--- config.mk ---
export PLATFORM = sky130hd
export DESIGN_NAME = spi_hold_ctrl
export DESIGN_NICKNAME = d
export VERILOG_FILES = /design/src/rtl/spi_hold_pkg.sv /design/src/rtl/hold_sync.sv /design/src/rtl/hold_fsm.sv /design/src/rtl/hold_shift_gate.sv /design/src/rtl/spi_hold_ctrl.sv
export SDC_FILE = /design/constraint.sdc
export NUM_CORES = 1
export LEC_CHECK = 0
export CAP_MARGIN = 30
export CORE_MARGIN = 2
export CORE_UTILIZATION = 40
export DETAILED_ROUTE_END_ITERATION = 7
export PLACE_DENSITY = 0.66
export SKIP_LAST_GASP = 1
export SYNTH_ARGS = -nofsm -noshare
export SYNTH_HDL_FRONTEND = slang
export SYNTH_SLANG_ARGS = --single-unit
--- constraint.sdc ---
create_clock -name clk -period 1.08 [get_ports clk]
set_input_delay 0.324 -clock clk [delete_from_list [all_inputs] [get_ports clk]]
set_output_delay 0.324 -clock clk [all_outputs]
set_load 0.01 [all_outputs]
--- src/rtl/spi_hold_pkg.sv ---
package spi_hold_pkg;
   typedef enum logic [1:0] {
      ST_IDLE   = 2'd0,
      ST_ACTIVE = 2'd1,
      ST_PAUSED = 2'd2
   } hold_state_e;
endpackage

--- src/rtl/hold_sync.sv ---
module hold_sync #(
   parameter int STAGES = 2,
   parameter int W = 3,
   parameter logic [W-1:0] RST_VAL = '0
) (
   input  logic         clk,
   input  logic         rst_n,
   input  logic [W-1:0] d,
   output logic [W-1:0] q
);
   generate
      if (STAGES == 0) begin : g_bypass
         assign q = d;
      end else begin : g_chain
         logic [W-1:0] pipe [STAGES];
         always_ff @(posedge clk or negedge rst_n) begin
            if (!rst_n) begin
               for (int i = 0; i < STAGES; i++) pipe[i] <= RST_VAL;
            end else begin
               pipe[0] <= d;
               for (int i = 1; i < STAGES; i++) pipe[i] <= pipe[i-1];
            end
         end
         assign q = pipe[STAGES-1];
      end
   endgenerate
endmodule

--- src/rtl/hold_fsm.sv ---
module hold_fsm
   import spi_hold_pkg::*;
(
   input  logic        clk,
   input  logic        rst_n,
   input  logic        ce_n_s,
   input  logic        sck_s,
   input  logic        hold_n_s,
   output hold_state_e state,
   output logic        sck_rise
);
   hold_state_e nxt;
   logic        sck_q;

   assign sck_rise = sck_s & ~sck_q;

   always_comb begin
      nxt = state;
      unique case (state)
         ST_IDLE: begin
            if (!ce_n_s) nxt = hold_n_s ? ST_ACTIVE : ST_PAUSED;
         end
         ST_ACTIVE: begin
            if (ce_n_s) nxt = ST_IDLE;
            else if (!hold_n_s && !sck_s) nxt = ST_PAUSED;
         end
         ST_PAUSED: begin
            if (ce_n_s) nxt = ST_IDLE;
            else if (hold_n_s && !sck_s) nxt = ST_ACTIVE;
         end
         default: nxt = ST_IDLE;
      endcase
   end

   always_ff @(posedge clk or negedge rst_n) begin
      if (!rst_n) begin
         state <= ST_IDLE;
         sck_q <= 1'b0;
      end else begin
         state <= nxt;
         sck_q <= sck_s;
      end
   end
endmodule

--- src/rtl/hold_shift_gate.sv ---
module hold_shift_gate
   import spi_hold_pkg::*;
#(
   parameter int BIT_W = 3
) (
   input  logic             clk,
   input  logic             rst_n,
   input  hold_state_e      state,
   input  logic             ce_n_s,
   input  logic             sck_rise,
   output logic             shift_en,
   output logic [BIT_W-1:0] bit_cnt
);
   logic pass;
   assign pass = (state == ST_ACTIVE) && !ce_n_s && sck_rise;

   always_ff @(posedge clk or negedge rst_n) begin
      if (!rst_n) begin
         shift_en <= 1'b0;
         bit_cnt  <= '0;
      end else begin
         shift_en <= pass;
         if (ce_n_s || state == ST_IDLE) bit_cnt <= '0;
         else if (pass) bit_cnt <= bit_cnt + 1'b1;
      end
   end
endmodule

--- src/rtl/spi_hold_ctrl.sv ---
module spi_hold_ctrl
   import spi_hold_pkg::*;
#(
   parameter int SYNC_STAGES = 2,
   parameter int BIT_W = 3
) (
   input  logic             clk,
   input  logic             rst_n,
   input  logic             ce_n,
   input  logic             sck,
   input  logic             hold_n,
   input  logic             so_data,
   output logic             so_out,
   output logic             so_oe,
   output logic             hold_active,
   output logic             shift_enable,
   output logic [BIT_W-1:0] bit_pos
);
   localparam int PINS = 3;
   localparam logic [PINS-1:0] PIN_RST = 3'b101; // ce_n, sck, hold_n idle levels

   generate
      if (SYNC_STAGES < 0 || SYNC_STAGES > 4) begin : g_bad_sync
         $error("SYNC_STAGES must lie in 0..4");
      end
      if (BIT_W < 1 || BIT_W > 8) begin : g_bad_bits
         $error("BIT_W must lie in 1..8");
      end
   endgenerate

   logic [PINS-1:0] pins_s;
   logic            ce_n_s, sck_s, hold_n_s, sck_rise;
   hold_state_e     state;

   hold_sync #(.STAGES(SYNC_STAGES), .W(PINS), .RST_VAL(PIN_RST)) u_sync (
      .clk(clk), .rst_n(rst_n), .d({ce_n, sck, hold_n}), .q(pins_s)
   );
   assign {ce_n_s, sck_s, hold_n_s} = pins_s;

   hold_fsm u_fsm (
      .clk(clk), .rst_n(rst_n), .ce_n_s(ce_n_s), .sck_s(sck_s),
      .hold_n_s(hold_n_s), .state(state), .sck_rise(sck_rise)
   );

   hold_shift_gate #(.BIT_W(BIT_W)) u_gate (
      .clk(clk), .rst_n(rst_n), .state(state), .ce_n_s(ce_n_s),
      .sck_rise(sck_rise), .shift_en(shift_enable), .bit_cnt(bit_pos)
   );

   assign hold_active = (state == ST_PAUSED);
   assign so_oe       = (state == ST_ACTIVE);
   assign so_out      = so_oe & so_data;
endmodule

* Word-level counts from Yosys, hierarchy flattened
Cells that the tools add are included.
** Storage, ports and cells
- Latch bits :: 0
- Bits of input ports :: 6
- Bits in registers :: 13
- Memory bits (writable) :: 0
- Memories :: 0
- Memory bits (read-only) :: 0
** Operators by class
- Div/mod/pow operators :: 0
- Multiply operators :: 0
- Shift-type cells :: 0
- Reductions and logical operators :: 11
- Eq/ne operators :: 5
- Bitwise gates (word level) :: 3
- Mux-type cells :: 9
- Order comparisons :: 0
- Add/sub/neg operators :: 1
** Operators with widths (count)
- 2-bit 2-to-1 mux :: 6
- 3-bit 2-to-1 mux :: 2
- 3-bit by 1-bit != test with 1-bit output, second input constant :: 2
- 2-bit one-hot mux with 3 select lines :: 1
- 1-bit logical AND :: 4
- 3-bit by 1-bit adder with 3-bit output, second input constant :: 1
- 1-bit logical NOT :: 3
- 3-bit AND reduction :: 1
- 1-bit AND :: 2
- 2-bit by 1-bit == test with 1-bit output, second input constant :: 1
- 2-bit == test, second input constant :: 1
- 2-bit logical NOT :: 1
- 2-bit != test, second input constant :: 1
- 2-bit nonzero test :: 1
- 1-bit logical OR :: 1
- 1-bit NOT :: 1

* Longest topological paths before layout
- Depth in word-level cells :: 5
- Gate-level depth with buffers :: 4

* Modules after synthesis
From an unflattened synthesis, not the netlist that was laid out.
** Unflattened totals
- Cells, all modules :: 41
- Area total of the unflattened synthesis :: 525.5 µm²
** By module, submodules not included
- hold_shift_gate :: area an instance 196.4 µm², cells an instance 19, instances 1
- hold_sync :: area an instance 177.7 µm², cells an instance 9, instances 1
- hold_fsm :: area an instance 126.4 µm², cells an instance 10, instances 1
- spi_hold_ctrl :: area an instance 25.0 µm², cells an instance 3, instances 1

* Worst setup path after synthesis
Ideal clock, no wire load.
- Path type :: register to output
- From :: register u_fsm.state[1]
- To :: output port so_out
- Cell stages (with the launch flop) :: 4
- Data arrival time :: 850 ps
- Slack :: -94 ps
- Buffers on the path :: 0
- Cells stage by stage :: dfrtp_1 -> nand2b_4 -> inv_1 -> and2_1
** On the way
- Cells in the longest elaborated chain, start to end :: 2
** Ends and longest elaborated chain
- start: declaration :: line hold_fsm.sv:9 : output hold_state_e state,
- start signal: assignment :: line hold_fsm.sv:40 : state <= nxt;
- 2-bit by 1-bit == test with 1-bit output :: line spi_hold_ctrl.sv:51 : assign so_oe = (state == ST_ACTIVE);
- net so_oe :: line spi_hold_ctrl.sv:14 : output logic so_oe,
- 1-bit AND :: line spi_hold_ctrl.sv:52 : assign so_out = so_oe & so_data;
- end: declaration :: line spi_hold_ctrl.sv:13 : output logic so_out,
The timed path passes the listed nets, and every way through them passes these cells.

* Final worst setup path
- From :: register u_fsm.state[1]
- To :: output port hold_active
** On the way
- Cells in the longest elaborated chain, start to end :: 1
** Ends and longest elaborated chain
- 2-bit == test :: line spi_hold_ctrl.sv:50 : assign hold_active = (state == ST_PAUSED);
- end: declaration :: line spi_hold_ctrl.sv:15 : output logic hold_active,
Every way passes these cells.

==> flow_metrics.tcl <==
set metrics [dict create \
    outcome "complete, but fails checks" \
    violations "negative setup slack" \
    syn_avg_cell_area_um2 13.8 \
    grtUsageMet1_pct 14.5 \
    period_needed_ns 1.41 \
    post_drt_via_cell_ratio 4.64 \
    routabilityCongestion 0.656 \
    timing.rr.start "u_fsm.state[1]$_DFFE_PN0P_" \
    grt_pass1_wl_um 1430 \
    cp.required_ns 0.76 \
    gr-usage-met2_pct 26.6 \
    design_area_um2 797 \
    regArea_um2 332 \
    worst_slew_pin_slew_ns 0.239 \
    slowest_stage "dfrtp_1" \
    cts_made_buffers 3 \
    start_kind "flip-flop" \
    cts_tree "done" \
    initial_core_util_pct 41.4 \
    leakagePower_uw 0.000377 \
    ant_nets 0 \
    ioPinCount 13 \
    dieHeight_um 40.2 \
    setup_ws_ns -0.326 \
    yosysWarningCount 0 \
    worstHoldPathType "input pin to asynchronous set/reset pin" \
    synth-seq-area-share_pct 62.9 \
    seqPwrFrac_pct 55.5 \
    clock_latency_ns 0.27 \
    setup-tns-final_ns -1.27 \
    cellPowerDensity_mw_per_mm2 1210 \
    combPwrFrac_pct 15.3 \
    synth_area_um2 526 \
    dr.first_iter.drc_count 1 \
    routed_wl_um 875 \
    top_usage_layer "met2" \
    antenna_cells 0 \
    cap_violations 0 \
    yosysMostFrequentCell "dfrtp_1" \
    clkTransAtPathRegs_ns 0.07 \
    yosysTopAreaCell "dfrtp_1" \
    place_area_um2 737 \
    yosys-top-cells-area "dfrtp_1, dfstp_2, mux2i_1" \
    rows 13 \
    hold_viol_final 0 \
    clockPowerShare_pct 29.2 \
    crit_path_end_kind "output pin" \
    ir_drop_mv 0.785 \
    switching_share_pct 22.1 \
    fin_nets 74 \
    rsz0062_at_grt "yes" \
    multiInputGateArea_um2 206 \
    hpwl_um 722 \
    area_delta_synth_final_pct 51.7 \
    drive_above_1_share_pct 57.6 \
    synth_nets 45 \
    cp.depth 3 \
    antenna_found_initial 0 \
    cts_hold_buf 0 \
    slew_headroom_pct 84.0 \
    timing.fmax_mhz 711 \
    clock_sinks 13 \
    grt_usage_pct 14.6 \
    cp_slowest_stage_delay_ns 0.39 \
    drt-pass1-iter-count 2 \
    clock_skew_ns 0.00244 \
    grt_max_degree 10 \
    synth_commonest_cells "dfrtp_1, dfstp_2, nand2_1" \
    synth-edff-count 0 \
    fillers 100 \
    drc 0 \
    crit_chain "buf_6 > and2b_2 > buf_6" \
    grtUsageMet3_pct 3.33 \
    root_buffer "clkbuf_4" \
    fin_crit_sh_pct 130 \
    die_w_um 40.2 \
    finalSetupViolations 11 \
    grt-ovfl-total 0 \
    die-area_mm2 0.00162 \
    crit_top_cell "buf_6" \
    path_max_fanout 2 \
    critPathArrivalTime_ns 1.08 \
    cp_num_buf_inv 2 \
    syn_inst 38 \
    htree_levels 1 \
    ys_ff_latch 13 \
    intPower_uw 749 \
    rr_worst_depth 4 \
    p_sw_uw 213 \
    clk_path_buf_depth 2 \
    crit_family "flip-flops" \
    async_flop_share_pct 100 \
    vias 376 \
    grt_pass1_vias 371 \
    ys_types 18 \
    r2r_slack_ns -0.13 \
    synth-main-ff-cell "dfrtp_1" \
    synth_top_area_share_pct 42.9 \
    core_mm2 0.00127 \
    critPathKind "flip-flop to output pin" \
    rr_endpoint "u_gate.bit_cnt[0]$_DFFE_PN0P_" \
    wl_per_cell_um 10.8 \
    slew_violations 0 \
    numPortBuffers 12 \
]
-- power groups by stage --
stage                     Sequential (uW)  Clock, uW  Combinational (uW)
after global routing                  536        322                 162
after floorplan                       542          0                52.5
after global placement                537          0                 132
after detailed placement              539          0                 137
final                                 533        281                 147
after CTS                             532        293                 145
-- registers in the layout (all words and copies together) (netlist names) --
| register | count |
|---|---|
| u_gate.shift_en | 1 |
| u_sync.q | 3 |
| u_sync.g_chain.pipe | 3 |
| u_gate.bit_cnt | 3 |
| u_fsm.sck_q | 1 |
| u_fsm.state | 2 |
-- kinds of logic (layout without fill, tap and decap cells) --
logic type / after synthesis / after routing / share of synthesized area [%]
fa+ha+maj: 1 / 1 / 2.38
compound gates: 5 / 5 / 6.67
buf+inv: 3 / 31 / 2.14
simple gates: 13 / 13 / 20.2
flops: 13 / 13 / 62.9
mux: 3 / 3 / 5.71
-- per-stage QoR --
step                      power [uW]  util, %  std cells  setup slack [ns]  hold WS [ns]
after detailed placement         676     58.1         74            -0.663         0.341
after global placement           669     58.1         74            -0.665         0.334
after global routing            1020     62.8         81            -0.369         0.349
after floorplan                  594        -         38           -0.0408        0.0284
final                            962     62.8         81            -0.326         0.335
after CTS                        971     62.1         81            -0.333         0.333
-- placed cells by master, fill, tap and decap left out --
cell / n
buf_4: 8
dfrtp_1: 8
buf_6: 6
clkdlybuf4s50_1: 5
buf_2: 5
nand2_1: 4
dfstp_2: 4
mux2i_1: 3
clkbuf_4: 3
nand2b_4: 2
inv_2: 2
a21oi_1: 2
and2b_2: 1
nor3_4: 1
and2_4: 1
a21o_2: 1
or3_1: 1
nand2b_1: 1
o22ai_1: 1
nor2b_1: 1
o21ba_2: 1
inv_1: 1
nor4_4: 1
ha_4: 1
clkbuf_1: 1
dfrtp_2: 1
-- per-layer routing --
layer  wire [um]  share of wire (%)
met1         335                 38
met2         477                 55
met3          44                5.0
met4          18                2.1
met5           0                  0
-- how the worst max path moves through the flow --
stage	from	slack (ns)	end
2_1_floorplan	u_fsm.state[1]$_DFFE_PN0P_	-0.04	so_out
3_3_place_gp	so_data	-0.66	so_out
3_5_place_dp	so_data	-0.66	so_out
4_1_cts	u_fsm.state[1]$_DFFE_PN0P_	-0.33	hold_active
5_1_grt	u_fsm.state[1]$_DFFE_PN0P_	-0.37	hold_active
6_report	u_fsm.state[1]$_DFFE_PN0P_	-0.33	hold_active
-- worst register-to-register path, delay by kind of cell, from the launching register on --
kind	cells	cell delay, ns
buffers and inverters	1	0.12
muxes	1	0.26
and+or+nand+nor	2	0.36
DFF	1	0.39
-- layout make-up --
| type | count | share of cell area [%] |
|---|---|---|
| Inverter | 3 | 1.41 |
| Clock buffer | 4 | 3.30 |
| Timing Repair Buffer | 24 | 25.4 |
| Sequential cell | 13 | 41.6 |
| Multi-Input combinational cell | 22 | 25.9 |
| Tap cell | 15 | 2.35 |
-- timing repair --
| action | in CTS | in global routing |
|---|---|---|
| buffers inserted | 3 | 0 |
| gates resized for setup | 36 | 3 |
| endpoints found under the setup margin | 11 | 12 |
| pin swaps | 4 | 1 |
| endpoints found under the hold margin | 0 | 0 |
Power figures use the tool's default switching activity.
